File: src/rtl/byte_link_driver.sv
module byte_link_driver #(
  parameter int DATA_W = 8,
  parameter int CODE_W = 3,
  parameter int SIZE_W = 5,
  parameter int ADDR_W = 32
) (
  input  logic              clk,
  input  logic              rst,
  input  logic [CODE_W-1:0] cmd_op,
  input  logic [ADDR_W-1:0] cmd_addr,
  input  logic [SIZE_W-1:0] cmd_len_m1,
  output logic [DATA_W-1:0] link_tx_data,
  output logic              link_tx_par,
  output logic              link_tx_clk,
  input  logic [DATA_W-1:0] link_rx_data,
  input  logic              link_rx_par,
  input  logic              src_valid,
  input  logic [DATA_W-1:0] src_data,
  output logic              src_full,
  output logic              sink_valid,
  output logic [DATA_W-1:0] sink_data,
  output logic              rx_par_err
);

  localparam int ADDR_BYTES = ADDR_W / DATA_W;
  localparam int CNT_W      = SIZE_W + 1;
  localparam logic [CODE_W-1:0] OP_WR  = CODE_W'(1);
  localparam logic [CODE_W-1:0] OP_WRA = CODE_W'(2);
  localparam logic [CODE_W-1:0] OP_RDA = CODE_W'(4);

  typedef enum logic [3:0] {
    S_IDLE, S_TXH, S_TXB, S_TXACK, S_ADDR, S_RXH, S_RXRSP, S_RXGAP, S_RXB
  } st_t;

  st_t               state;
  logic [CODE_W-1:0] op;
  logic [SIZE_W-1:0] len_m1;
  logic [ADDR_W-1:0] addr_q;
  logic [CNT_W-1:0]  cnt;
  logic [DATA_W-1:0] tx_q;

  wire               is_addr   = (op == OP_WRA) || (op == OP_RDA);
  wire               is_write  = (op == OP_WR) || (op == OP_WRA);
  wire               last_addr = (cnt == CNT_W'(ADDR_BYTES - 1));
  wire [CNT_W-1:0]   len       = {1'b0, len_m1} + 1'b1;
  wire               cmd_ok    = (cmd_op >= OP_WR) && (cmd_op <= OP_RDA);
  wire               fetch     = (state == S_TXH && !is_addr)
                              || (state == S_ADDR && last_addr && is_write)
                              || (state == S_TXB && cnt != len);

  always_ff @(posedge clk) begin
    if (rst) begin
      state  <= S_IDLE;
      op     <= '0;
      len_m1 <= '0;
      addr_q <= '0;
      cnt    <= '0;
      tx_q   <= '0;
    end else if (fetch) begin
      if (src_valid) begin
        state <= S_TXB;
        tx_q  <= src_data;
        cnt   <= (state == S_TXB) ? cnt + 1'b1 : CNT_W'(1);
      end else begin
        tx_q <= '0;
      end
    end else begin
      case (state)
        S_IDLE: begin
          tx_q <= '0;
          if (cmd_ok) begin
            op     <= cmd_op;
            len_m1 <= cmd_len_m1;
            addr_q <= cmd_addr;
            cnt    <= '0;
            tx_q   <= {cmd_op, cmd_len_m1};
            state  <= (cmd_op == OP_WR || cmd_op == OP_WRA) ? S_TXH : S_RXH;
          end
        end
        S_TXH, S_RXH: begin
          cnt <= '0;
          if (is_addr) begin
            state  <= S_ADDR;
            tx_q   <= addr_q[ADDR_W-1 -: DATA_W];
            addr_q <= addr_q << DATA_W;
          end else begin
            state <= S_RXRSP;
            tx_q  <= '0;
          end
        end
        S_ADDR: begin
          if (!last_addr) begin
            tx_q   <= addr_q[ADDR_W-1 -: DATA_W];
            addr_q <= addr_q << DATA_W;
            cnt    <= cnt + 1'b1;
          end else begin
            state <= S_RXRSP;
            tx_q  <= '0;
            cnt   <= '0;
          end
        end
        S_TXB: begin
          state <= S_TXACK;
          tx_q  <= '0;
          cnt   <= '0;
        end
        S_TXACK: begin
          if (cnt == CNT_W'(1)) begin
            state <= S_IDLE;
            cnt   <= '0;
          end else begin
            cnt <= cnt + 1'b1;
          end
        end
        S_RXRSP: begin
          if (cnt == CNT_W'(1)) begin
            state <= S_RXGAP;
            cnt   <= '0;
          end else begin
            cnt <= cnt + 1'b1;
          end
        end
        S_RXGAP: begin
          state <= S_RXB;
          cnt   <= '0;
        end
        S_RXB: begin
          if (cnt == {1'b0, len_m1}) begin
            state <= S_IDLE;
            cnt   <= '0;
          end else begin
            cnt <= cnt + 1'b1;
          end
        end
        default: begin
          state <= S_IDLE;
          tx_q  <= '0;
          cnt   <= '0;
        end
      endcase
    end
  end

  assign link_tx_data = tx_q;
  assign link_tx_par  = ^tx_q;
  assign link_tx_clk  = clk;
  assign src_full     = !fetch;
  assign sink_valid   = (state == S_RXB);
  assign sink_data    = link_rx_data;
  assign rx_par_err   = sink_valid && ((^link_rx_data) != link_rx_par);

  p_reset_idle_r1: assert property (@(posedge clk)
    rst |=> (state == S_IDLE && link_tx_data == '0));

  p_idle_zero_r2: assert property (@(posedge clk) disable iff (rst)
    (state == S_IDLE) |-> (link_tx_data == '0));

  p_take_byte_r7: assert property (@(posedge clk) disable iff (rst)
    (src_valid && !src_full) |=> (link_tx_data == $past(src_data)));

  p_body_bound_r7: assert property (@(posedge clk) disable iff (rst)
    (state == S_TXB) |-> (cnt <= len && cnt != '0));

  p_ack_hold_r8: assert property (@(posedge clk) disable iff (rst)
    (state == S_TXACK && $past(state) != S_TXACK) |=> (state == S_TXACK));

  p_ack_exit_r8: assert property (@(posedge clk) disable iff (rst)
    (state == S_TXACK && $past(state) == S_TXACK) |=> (state == S_IDLE));

  p_gap_once_r9: assert property (@(posedge clk) disable iff (rst)
    (state == S_RXGAP) |=> (sink_valid && state == S_RXB));

  p_perr_body_r10: assert property (@(posedge clk) disable iff (rst)
    rx_par_err |-> sink_valid);

  p_busy_rx_r11: assert property (@(posedge clk) disable iff (rst)
    (state != S_IDLE) |=> (state != S_RXH));

  p_busy_tx_r11: assert property (@(posedge clk) disable iff (rst)
    (state != S_IDLE && state != S_TXH) |=> (state != S_TXH));

endmodule

File: config.mk
export PLATFORM = sky130hd
export DESIGN_NAME = byte_link_driver
export DESIGN_NICKNAME = d
export VERILOG_FILES = /design/src/rtl/byte_link_driver.sv
export SDC_FILE = /design/constraint.sdc
export NUM_CORES = 1
export LEC_CHECK = 0
export ABC_AREA = 1
export BUFFER_PORTS_ARGS = -buffer_cell sky130_fd_sc_hd__clkbuf_2
export CORE_UTILIZATION = 40
export CTS_BUF_LIST = sky130_fd_sc_hd__clkbuf_8
export DETAILED_ROUTE_END_ITERATION = 16
export GPL_ROUTABILITY_DRIVEN = 1
export PLACE_DENSITY = 0.72
export SETUP_SLACK_MARGIN = 0.15
export SLEW_MARGIN = 10
export SYNTH_ARGS = -nofsm -noshare
export SYNTH_HDL_FRONTEND = slang
export SYNTH_SLANG_ARGS = --single-unit
File: constraint.sdc
create_clock -name clk -period 2.2 [get_ports clk]
set_input_delay 0.33 -clock clk [delete_from_list [all_inputs] [get_ports clk]]
set_output_delay 0.33 -clock clk [all_outputs]
set_load 0.02 [all_outputs]
==> reports/qor_table.md <==
| Result | This run |
| --- | --- |
| Status | complete, no violations |
| Area of the placeable core | 0.007727 mm² |
| Starting density of the core | 41.43% |
| Startpoint type of the worst setup path | flip-flop |
| Tot GR Track Use | 20.50% |
| End of the worst register-to-register path | op[2] |
| Total negative slack for setup checks | 0 ns |
| Hold Buf Count CTS | 0 |
| Worst Path Required | 1.87 ns |
| Pwr Total | 5.453 mW |
| Signed area change from the synthesized netlist to the final layout | 28.49% |
| Synth area leaders | dfxtp_1 36%, nand2_1 18%, nand3_1 6.4%, a21oi_1 5.3%, o21ai_0 5.3% |
| Clock Pin Slew Worst Setup and Hold Paths | 0.07 ns |
| Adder-cell area share of the yosys netlist | 1.172% |
| Clock period minus worst slack | 2.125 ns |
| Peak Freq | 470.5 MHz |
| Number of vias after detailed routing | 3377 |
| Global placer's final weighted congestion | 0.9225 |
| Detailed-router iteration count before antenna repair | 4 |
| Most numerous cell in the Yosys netlist | nand2_1 |
| Synth Register Bits | 58 |
| Antenna violations before repair | 0 |
| Congestion Overflow GR | 0 |
| Hold WS | 0.1133 ns |
| Static leakage power | 1.875 nW |
| Worst setup EP type | output pin |
| Worst-Margin Slew | 0.4724 ns |
| Maximum fanout along the worst path | 5 |
| Largest incremental delay on the critical path | 0.36 ns |
| Die W | 91.47 µm |
| Pre-CTS worst setup slack | 0.2182 ns |
| Wire length of the first global-routing pass | 13770 µm |
| Largest family of logic cells by synthesized area | simple AND/OR/NAND/NOR gates |
| Final cell count without fillers | 674 |
| Final count of pins violating max slew | 0 |
| Synth Flop Type | dfxtp_1 |
| # placed instances | 641 |
| Worst path slowest cell | dfxtp_4 |
| Synth Cell Area | 0.003202 mm² |
| Post-synthesis cell count | 481 |
| Unrepaired setup endpoints after global routing | yes |
| EDFF count, synth | 0 |
| Fraction of synthesis flops using an asynchronous set or reset pin | 0% |
| Hold Path Cell Cnt | 3 |
| Total count of hold-check failures in the final report | 0 |
| Clk Latency, worst-skew pair | 0.45 ns |
| Worst Hold End | link_tx_data[4] |
| Synthesized-area fraction occupied by ao, oa, aoi and oai cells | 17.39% |
| Part of the Yosys area used for sequential elements | 36.26% |
| Most repeated library cell on the critical path | nand2_1 |
| Startpoint of the worst register-to-register path | len_m1[0] |
| HPWL after detailed placement | 5831 µm |
| Proportion of layout cells with a drive suffix above 1 | 28.15% |
| Library cell occupying the most area in the post-synthesis netlist | dfxtp_1 |
| Path class of the lowest-slack min-delay path | in -> reg |
| Simple-gate share of the synthesized area | 31.42% |
| Critical hold path startpoint | src_data[4] |
| Cell depth of the worst flop-to-flop path | 15 |
| Count of routing violations after the opening detailed-route iteration | 197 |
| Layout Skew | 0.009465 ns |
| Fin worst setup slack | 0.07468 ns |
| Peak supply drop | 0.5576 mV |
| Antenna Diode Count | 0 |
| Via density per instance | 5.010 |
| Routed Wire Length | 8331 µm |
| # IOs | 81 |
| CTS tree | built |
| Final setup viols | 0 |
| Area enclosed by the die boundary | 0.008367 mm² |
| PwrDens | 1325 mW/mm² |
| Number of global-route vias before repair | 3070 |
| Die outline height | 91.47 µm |
| Post-synth top cells | 153 x nand2_1, 58 x dfxtp_1, 41 x nand3_1 |
| Net count, final | 630 |
| Post-Synthesis Net Count | 544 |
| Quantity of I/O buffers inserted on ports | 80 |
| Detailed-route DRC error count | 0 |
| WL/cell | 12.36 µm |
| Mux cell area share after synthesis | 0% |
| Series of cell instances along the critical path | ha_4 > inv_2 > nand2_1 > nand2_1 > nor2_1 > nand2_1 > nor2_2 > nand2_2 > a21oi_4 > buf_8 |
| Signal arrival time at the worst endpoint | 1.80 ns |
| Final Cycle Share | 96.61% |
| Largest net degree at the start of global routing | 58 |
| Post-Synthesis Mean Instance Area | 6.657 µm² |
| Rows | 32 |
| Kind of critical path | reg -> out |
| Maximum capacitance violations | 0 |
| Count of warnings emitted by yosys | 0 |
| Final antenna-violating net count | 0 |
| Unique masters post-synth | 31 |
| Area share of the largest cell type after synthesis | 36.26% |
| Setup slack on the worst flop-to-flop path | 0.20 ns |
| XOR/XNOR share of the synthesized area | 4.650% |
| Slew Limit Headroom | 68.29% |
[report_power, final]
part | switching [mW] | internal (mW) | total (mW)
sequential | 0.245 | 1.40 | 1.65
clock | 0.484 | 0.741 | 1.23
combinational | 1.61 | 0.973 | 2.58
[worst max-delay path, delay by kind of cell, from the launching register on]
family                     cells  cell delay [ns]
AOI/OAI and AO/OA              1             0.16
adders and majority gates      1             0.26
buffers and inverters          2             0.16
DFF                            1             0.36
and+or+nand+nor                6             0.41
[stage by stage]
step / cell area, µm² / utilization, %
floorplan: 3202 / -
global placement: 3636 / 47.05
detailed placement: 3636 / 47.05
CTS: 3963 / 51.28
global route: 4114 / 53.24
finish: 4114 / 53.24
[layout by cell type, fill, tap and decap left out, types with 4 or more instances in the layout]
cell type,synthesis,final
a31oi_1,24,24
dfxtp_2,0,5
o21ai_0,34,33
nand3_1,41,38
o21ai_1,3,4
inv_1,25,23
a21oi_1,34,32
buf_4,10,20
nand2_2,3,10
xnor2_1,14,14
nor2_1,36,33
clkbuf_8,0,15
dfxtp_1,58,52
inv_2,5,7
nand2_1,153,145
clkbuf_2,0,79
[per-layer routing]
layer / GRT usage [%] / vias up / share of wire [%]
met3: 5.779 / 10 / 5.0
met5: 0 / - / 0
met2: 33.08 / 91 / 48
li1: - / 1751 / -
met4: 7.275 / 0 / 1.3
met1: 26.02 / 1525 / 46
[state kept, by name (all words and copies together), names as in the netlist]
name          count
op                3
cnt               6
state             4
link_tx_data      8
addr_q           32
len_m1            5
[final cells by class]
type                    instances  area [µm²]
clock buffers                  16       211.5
flip-flops and latches         58        1171
repair buffers                100       575.6
inverters                      31       118.9
multi-input cells             363        1861
clock inverters                 4       48.80
fillers                       745        3613
well taps                     102       127.6
[timing repair]
| item | 4_1_cts | 5_1_grt |
|---|---|---|
| pin swaps | 3 | 7 |
| gates resized for setup | 11 | 25 |
| gates cloned | 0 | 1 |
| endpoints found under the setup margin | 3 | 44 |
| setup buffers | 3 | 10 |
[cell families (layout without fill, tap and decap cells)]
kind of cell / Yosys count / count (layout)
and+or+nand+nor: 242 / 243
AOI/OAI and AO/OA: 100 / 100
buffers and inverters: 61 / 151
DFF: 58 / 58
xor gates and xnor gates: 17 / 17
adders and majority gates: 3 / 3
[worst max path at each step]
stage | start | endpoint | slack, ns | depth (start not counted)
6_report | len_m1[0] | src_full | 0.07 | 10
5_1_grt | len_m1[0] | src_full | -0.07 | 10
3_3_place_gp | len_m1[1] | len_m1[1] | 0.26 | 12
3_5_place_dp | len_m1[0] | len_m1[0] | 0.22 | 11
4_1_cts | len_m1[0] | src_full | -0.02 | 10
2_1_floorplan | len_m1[0] | len_m1[4] | 0.34 | 12
(Power assumes the default switching activity.)
